--- config.mk ---
export PLATFORM = sky130hd
export DESIGN_NAME = exp_rom_bank_decoder
export DESIGN_NICKNAME = d
export VERILOG_FILES = /design/src/rtl/rom_dec_pkg.sv /design/src/rtl/rom_ctl_decode.sv /design/src/rtl/rom_bank_reg.sv /design/src/rtl/rom_hi_mux.sv /design/src/rtl/exp_rom_bank_decoder.sv
export SDC_FILE = /design/constraint.sdc
export NUM_CORES = 1
export LEC_CHECK = 0
export ABC_AREA = 1
export BUFFER_PORTS_ARGS = -buffer_cell sky130_fd_sc_hd__buf_2
export CELL_PAD_IN_SITES_DETAIL_PLACEMENT = 1
export CELL_PAD_IN_SITES_GLOBAL_PLACEMENT = 1
export CORE_MARGIN = 3
export CORE_UTILIZATION = 19
export DETAILED_ROUTE_END_ITERATION = 12
export PLACE_DENSITY_LB_ADDON = 0.1
export SYNTH_ARGS = -nofsm -noshare
export SYNTH_HDL_FRONTEND = slang
export SYNTH_SLANG_ARGS = --single-unit
--- constraint.sdc ---
create_clock -name clk -period 1.3 [get_ports clk]
set_input_delay 0.26 -clock clk [delete_from_list [all_inputs] [get_ports clk]]
set_output_delay 0.26 -clock clk [all_outputs]
set_load 0.01 [all_outputs]
--- src/rtl/rom_dec_pkg.sv ---
package rom_dec_pkg;

   // Decoded bus cycle qualifiers, active high
   typedef struct packed {
      logic rd;
      logic io_sel;
      logic io_strb;
      logic dev_sel;
   } bus_ctl_t;

   localparam int unsigned DEF_ADDR_W = 16;
   localparam int unsigned DEF_LOW_W  = 11;
   localparam int unsigned DEF_BANK_W = 2;

endpackage

--- src/rtl/rom_ctl_decode.sv ---
module rom_ctl_decode
   import rom_dec_pkg::*;
#(
   parameter bit GATE_RW_WITH_CS = 1'b0
) (
   input  logic     rw,
   input  logic     io_sel_n,
   input  logic     io_strb_n,
   input  logic     dev_sel_n,
   output bus_ctl_t ctl,
   output logic     cs_n,
   output logic     oe_n,
   output logic     we_n
);

   logic mem_act;

   always_comb begin
      ctl.rd      = rw;
      ctl.io_sel  = ~io_sel_n;
      ctl.io_strb = ~io_strb_n;
      ctl.dev_sel = ~dev_sel_n;
   end

   // Device-select cycles never reach the memory
   assign mem_act = (ctl.io_sel | ctl.io_strb) & ~ctl.dev_sel;
   assign cs_n    = ~mem_act;

   generate
      if (GATE_RW_WITH_CS) begin : g_gated
         assign oe_n = ~(mem_act & ctl.rd);
         assign we_n = ~(mem_act & ~ctl.rd);
      end else begin : g_plain
         assign oe_n = ~ctl.rd;
         assign we_n = ctl.rd;
      end
   endgenerate

endmodule

--- src/rtl/rom_bank_reg.sv ---
module rom_bank_reg #(
   parameter int unsigned ADDR_W    = 16,
   parameter int unsigned BANK_W    = 2,
   parameter logic [ADDR_W-1:0] KEY_BASE = 16'hCFFC,
   parameter bit          ASYNC_RST = 1'b1
) (
   input  logic              clk,
   input  logic              rst_n,
   input  logic [ADDR_W-1:0] addr,
   input  logic              strb_act,
   input  logic              dev_act,
   output logic [BANK_W-1:0] bank_q
);

   localparam logic [BANK_W-1:0] RESERVED = {BANK_W{1'b1}};

   logic              key_hit;
   logic [BANK_W-1:0] bank_d;

   generate
      if (KEY_BASE[BANK_W-1:0] != '0) begin : g_bad_base
         $error("rom_bank_reg: KEY_BASE must be aligned to the bank count");
      end
   endgenerate

   // Key range: aligned group whose low bits name the bank; all-ones is inert
   assign key_hit = strb_act & ~dev_act
                  & (addr[ADDR_W-1:BANK_W] == KEY_BASE[ADDR_W-1:BANK_W])
                  & (addr[BANK_W-1:0] != RESERVED);

   assign bank_d = key_hit ? addr[BANK_W-1:0] : bank_q;

   generate
      if (ASYNC_RST) begin : g_async
         always_ff @(posedge clk or negedge rst_n) begin
            if (!rst_n) bank_q <= '0;
            else        bank_q <= bank_d;
         end
      end else begin : g_sync
         always_ff @(posedge clk) begin
            if (!rst_n) bank_q <= '0;
            else        bank_q <= bank_d;
         end
      end
   endgenerate

endmodule

--- src/rtl/rom_hi_mux.sv ---
module rom_hi_mux #(
   parameter int unsigned BANK_W = 2,
   parameter logic [BANK_W-1:0] SLOT_BANK = '1
) (
   input  logic              slot_act,
   input  logic [BANK_W-1:0] bank_q,
   output logic [BANK_W-1:0] mem_hi
);

   assign mem_hi = slot_act ? SLOT_BANK : bank_q;

endmodule

--- src/rtl/exp_rom_bank_decoder.sv ---
module exp_rom_bank_decoder
   import rom_dec_pkg::*;
#(
   parameter int unsigned ADDR_W    = DEF_ADDR_W,
   parameter int unsigned LOW_W     = DEF_LOW_W,
   parameter int unsigned BANK_W    = DEF_BANK_W,
   parameter logic [ADDR_W-1:0] KEY_BASE = 16'hCFFC,
   parameter bit          ASYNC_RST = 1'b1,
   parameter bit          GATE_RW   = 1'b0
) (
   input  logic              clk,
   input  logic              rst_n,
   input  logic [ADDR_W-1:0] addr,
   input  logic              rw,
   input  logic              io_sel_n,
   input  logic              io_strb_n,
   input  logic              dev_sel_n,
   output logic [BANK_W-1:0] mem_hi,
   output logic [LOW_W-1:0]  mem_lo,
   output logic              cs_n,
   output logic              oe_n,
   output logic              we_n
);

   localparam logic [BANK_W-1:0] SLOT_BANK = {BANK_W{1'b1}};

   generate
      if (LOW_W + BANK_W > ADDR_W) begin : g_bad_width
         $error("exp_rom_bank_decoder: memory address wider than host bus");
      end
      if (BANK_W < 1) begin : g_bad_bank
         $error("exp_rom_bank_decoder: BANK_W must be at least 1");
      end
   endgenerate

   bus_ctl_t          ctl;
   logic [BANK_W-1:0] bank_q;

   rom_ctl_decode #(
      .GATE_RW_WITH_CS (GATE_RW)
   ) i_ctl (
      .rw        (rw),
      .io_sel_n  (io_sel_n),
      .io_strb_n (io_strb_n),
      .dev_sel_n (dev_sel_n),
      .ctl       (ctl),
      .cs_n      (cs_n),
      .oe_n      (oe_n),
      .we_n      (we_n)
   );

   rom_bank_reg #(
      .ADDR_W    (ADDR_W),
      .BANK_W    (BANK_W),
      .KEY_BASE  (KEY_BASE),
      .ASYNC_RST (ASYNC_RST)
   ) i_bank (
      .clk      (clk),
      .rst_n    (rst_n),
      .addr     (addr),
      .strb_act (ctl.io_strb & ~ctl.io_sel),
      .dev_act  (ctl.dev_sel),
      .bank_q   (bank_q)
   );

   rom_hi_mux #(
      .BANK_W    (BANK_W),
      .SLOT_BANK (SLOT_BANK)
   ) i_mux (
      .slot_act (ctl.io_sel),
      .bank_q   (bank_q),
      .mem_hi   (mem_hi)
   );

   assign mem_lo = addr[LOW_W-1:0];

   // ctl.rd is consumed inside i_ctl only
   logic unused_rd;
   assign unused_rd = ctl.rd;

endmodule

After elaboration in Yosys (flattened, before gate mapping)
Cells that the tools add are included.
{"block": "totals", "ff_bits": 2, "in_bits": 22, "out_inout_bits": 16, "wordCells": 14}
{"block": "op_classes", "eq_ne": 2, "muxes": 1, "bitwise_logic": 10}
{"op": "== test 14 bit, second input constant", "count": 1}
{"op": "bitwise AND 1 bit", "count": 5}
{"op": "inverter 1 bit", "count": 4}
{"op": "2-to-1 mux 2 bit", "count": 1}
{"op": "!= test 2 bit, second input constant", "count": 1}
{"op": "bitwise OR 1 bit", "count": 1}

Depth between registers and ports, before layout
{"block": "depth", "ltp_word": 5, "depth_mapped": 7, "ltp_nobuf": 7}

Modules after synthesis
From an unflattened synthesis, not the netlist that was laid out.
{"block": "hier_totals", "hier_cells": 60, "hier_area_um2": 332.8}
{"module": "rom_bank_reg", "n_inst": 1, "cells_per_inst": 34, "area_per_inst_um2": 183.9, "seq_area_each_um2": 50.0}
{"module": "exp_rom_bank_decoder", "n_inst": 1, "cells_per_inst": 13, "area_per_inst_um2": 92.6, "seq_area_each_um2": 0.0}
{"module": "rom_ctl_decode", "n_inst": 1, "cells_per_inst": 8, "area_per_inst_um2": 37.5, "seq_area_each_um2": 0.0}
{"module": "rom_hi_mux", "n_inst": 1, "cells_per_inst": 5, "area_per_inst_um2": 18.8, "seq_area_each_um2": 0.0}

Worst setup path after synthesis
No wires, ideal clock.
{"block": "synth_path", "kind": "register to output", "from": "reg i_bank.bank_q[0]", "to": "out mem_hi[0]", "arrival_time_ps": 603, "required_ps": 1040, "path_slack_ps": 437, "stages_incl_launch_ff": 2, "n_path_buf": 0, "path_cell_list": "dfrtp_1 -> or2_1"}
{"block": "synth_between", "elab_chain_len": 1}
{"item": "from (decl)", "line": "rom_bank_reg.sv:12", "source": "output logic [BANK_W-1:0] bank_q"}
{"item": "from (signal assigned)", "line": "rom_bank_reg.sv:37", "source": "else bank_q <= bank_d;"}
{"item": "2-to-1 mux 2 bit", "line": "rom_hi_mux.sv:10", "source": "assign mem_hi = slot_act ? SLOT_BANK : bank_q;"}
{"item": "to (decl)", "line": "exp_rom_bank_decoder.sv:18", "source": "output logic [BANK_W-1:0] mem_hi,"}
Every way passes these cells.

Worst setup path in the final report
Same ends and word-level chain as after synthesis.

==> run_results.csv <==
group,metric,value,unit
finish,top_register,"i_bank.bank_q",
sta,fin_tns_setup,0,ns
sta,fin_skew,0,ns
synth,ys_seq_area_share,15.87,%
critical_path,required,1.04,ns
cts,cts_buffers,3,
die,num_rows,14,
synth,ys_seq_elements,2,
finish,finalNonFillerCells,95,
flow_run,maxCapViolCount,0,
finish,antenna_cells,0,
status,status,"finished clean",
routing,drt-initial-drc-count,1,
die,dieArea,2184,µm²
cts,clock_latency,0.22,ns
power_and_ir_drop,irDropWorstVdd,0.0003863,V
power_and_ir_drop,power_density,646.9,nW/µm²
sta,max_freq,842.6,MHz
routing,via_per_inst,3.989,
die,start_util,20.45,%
power_and_ir_drop,p_leak,0.0002913,µW
die,fp.dieH,46.74,µm
cts,clk_pin_slew,0.03,ns
sta,rsz0062_at_grt,"no",
finish,drive_gt1_share,59.49,%
cts,cts_max_path_buffers,2,
cts,cts_max_level,1,
die,io_pins,38,
finish,utilization,30.03,%
critical_path,critical_path_class,"reg -> out",
synth,netlist_area,315.3,µm²
routing,routed_wl,858,µm
synth,syn_nets,72,
critical_path,worstSetupEndpoint,"mem_hi[0]",
grt,grtUsageTotal,8.431,%
synth,synth_warnings,0,
cts,post_cts_resized,0,
finish,regArea,50.05,µm²
place,io_buffers,37,
grt,grt_max_degree,5,
sta,post-route-period-util,91.29,%
routing,drt_pre_antenna_iters,2,
critical_path,worstReg2RegEnd,"i_bank.bank_q[1]$_DFFE_PN0P_",
critical_path,critPathLaunchType,"flip-flop",
finish,multi_input_area,145.1,µm²
grt,grt_pass1_wl,1290,µm
grt,antenna_found_initial,0,
synth,syn_area_per_cell,6.306,µm²
routing,wl_per_cell,9.032,µm
cts,cts_sinks,2,
sta,finalCriticalPeriod,1.187,ns
finish,final.fill_count,208,
critical_path,startpoint,"i_bank.bank_q[0]$_DFFE_PN0P_",
routing,drc,0,
cts,root_buffer,"clkbuf_4",
hold_path,hold_class,"in -> reg",
finish,fin_nets,103,
finish,final_common_cell,"buf_2",
finish,final_cell_mix,"buf_2, nand2_1, inv_1",
place,dp_hpwl,780.6,µm
finish,largestRegisters,"i_bank.bank_q: 2 flops",
sta,relSlewSlack,89.78,%
grt,grt-ovfl-total,0,
finish,syn_to_final_growth,46.83,%
synth,synth_cells,50,
sta,worst_slew_pin_slew,0.1518,ns
critical_path,critPathMaxFanout,2,
synth,synth_cell_types,13,
die,core,1541,µm²
place,placed_cell_area,430.4,µm²
critical_path,cp-end-kind,"primary output",
sta,drv_slew,0,
critical_path,worstReg2RegStart,"i_bank.bank_q[1]$_DFFE_PN0P_",
sta,whs,0.3128,ns
sta,finalSetupViolCount,0,
die,die_w,46.74,µm
critical_path,r2r_slack,0.71,ns
critical_path,crit_arrival,0.93,ns
place,dpl.cell_count,91,
finish,design_area,462.9,µm²
finish,largest_register_ffs,2,
hold_path,min_from,"addr[0]",
routing,vias,379,
sta,hold_viol,0,
routing,ant_nets,0,
place,gp_congestion,0.6682,
critical_path,reg2regPathDepth,2,
cts,cts_tree,"done",
grt,first_global_vias,352,
[worst max-delay path, stage by stage (launching register included)]
cell	delay, ns
dfrtp_1	0.36
or2_1	0.21
buf_2	0.14
[how the worst min path moves through the flow]
stage,to,slack (ns),depth (start not counted)
3_5_place_dp,i_bank.bank_q[1]$_DFFE_PN0P_,0.05,1
3_3_place_gp,i_bank.bank_q[0]$_DFFE_PN0P_,0.05,1
6_report,i_bank.bank_q[0]$_DFFE_PN0P_,0.31,3
4_1_cts,i_bank.bank_q[0]$_DFFE_PN0P_,0.31,3
5_1_grt,i_bank.bank_q[0]$_DFFE_PN0P_,0.32,3
2_1_floorplan,i_bank.bank_q[0]$_DFFE_PN0P_,-0.04,0
[cells in the mapped netlist]
cell type   n  area share, %
or2_1       2            4.0
nor2_1      3            3.6
inv_1       7            8.3
o21ai_0     1            1.6
nor2_2      4            7.9
inv_2       1            1.2
nand4_1     1            2.0
nand2_1    11             13
nand2_2     1            2.0
nand3_4     1            5.6
buf_4      12             29
nand3_1     4            6.3
dfrtp_1     2             16
[power breakdown]
part	internal, µW	switching, µW
Clock	101	30.1
Sequential	62.8	0.00677
Combinational	51.5	53.8
[area by class of cell]
class                   count  area share [%]
inverters                   8           6.486
multi-input cells          28           31.35
repair buffers             38           42.16
clock buffers               3           4.865
well taps                  16           4.324
flip-flops and latches      2           10.81
[cells by family after synthesis]
family                 synth area share [%]
DFF                                   15.87
AOI/OAI and AO/OA                     1.586
and+or+nand+nor                       44.45
buffers and inverters                 38.10
[per-layer routing]
layer	routed length [µm]	GRT usage (%)	part of all wire (%)	vias up
li1	-	-	-	197
met1	287	9.195	33	161
met2	467	14.56	54	21
met3	103	2.299	12	0
met4	0	4.972	0	0
met5	0	0	0	-
[stage by stage]
stage                     power (µW)  setup WS, ns
after CTS                      311.2        0.1004
after global placement         167.0        0.2791
final                          299.5        0.1132
after detailed placement       168.7        0.2699
after floorplan                126.2        0.4366
after global routing           328.8       0.05391
[repair_timing]
action,4_1_cts,5_1_grt
setup endpoints to repair,0,0
hold buffers,1,0
buffers inserted,0,0
hold endpoints to repair,2,0
Note: power is estimated with default switching activity, not from simulation.
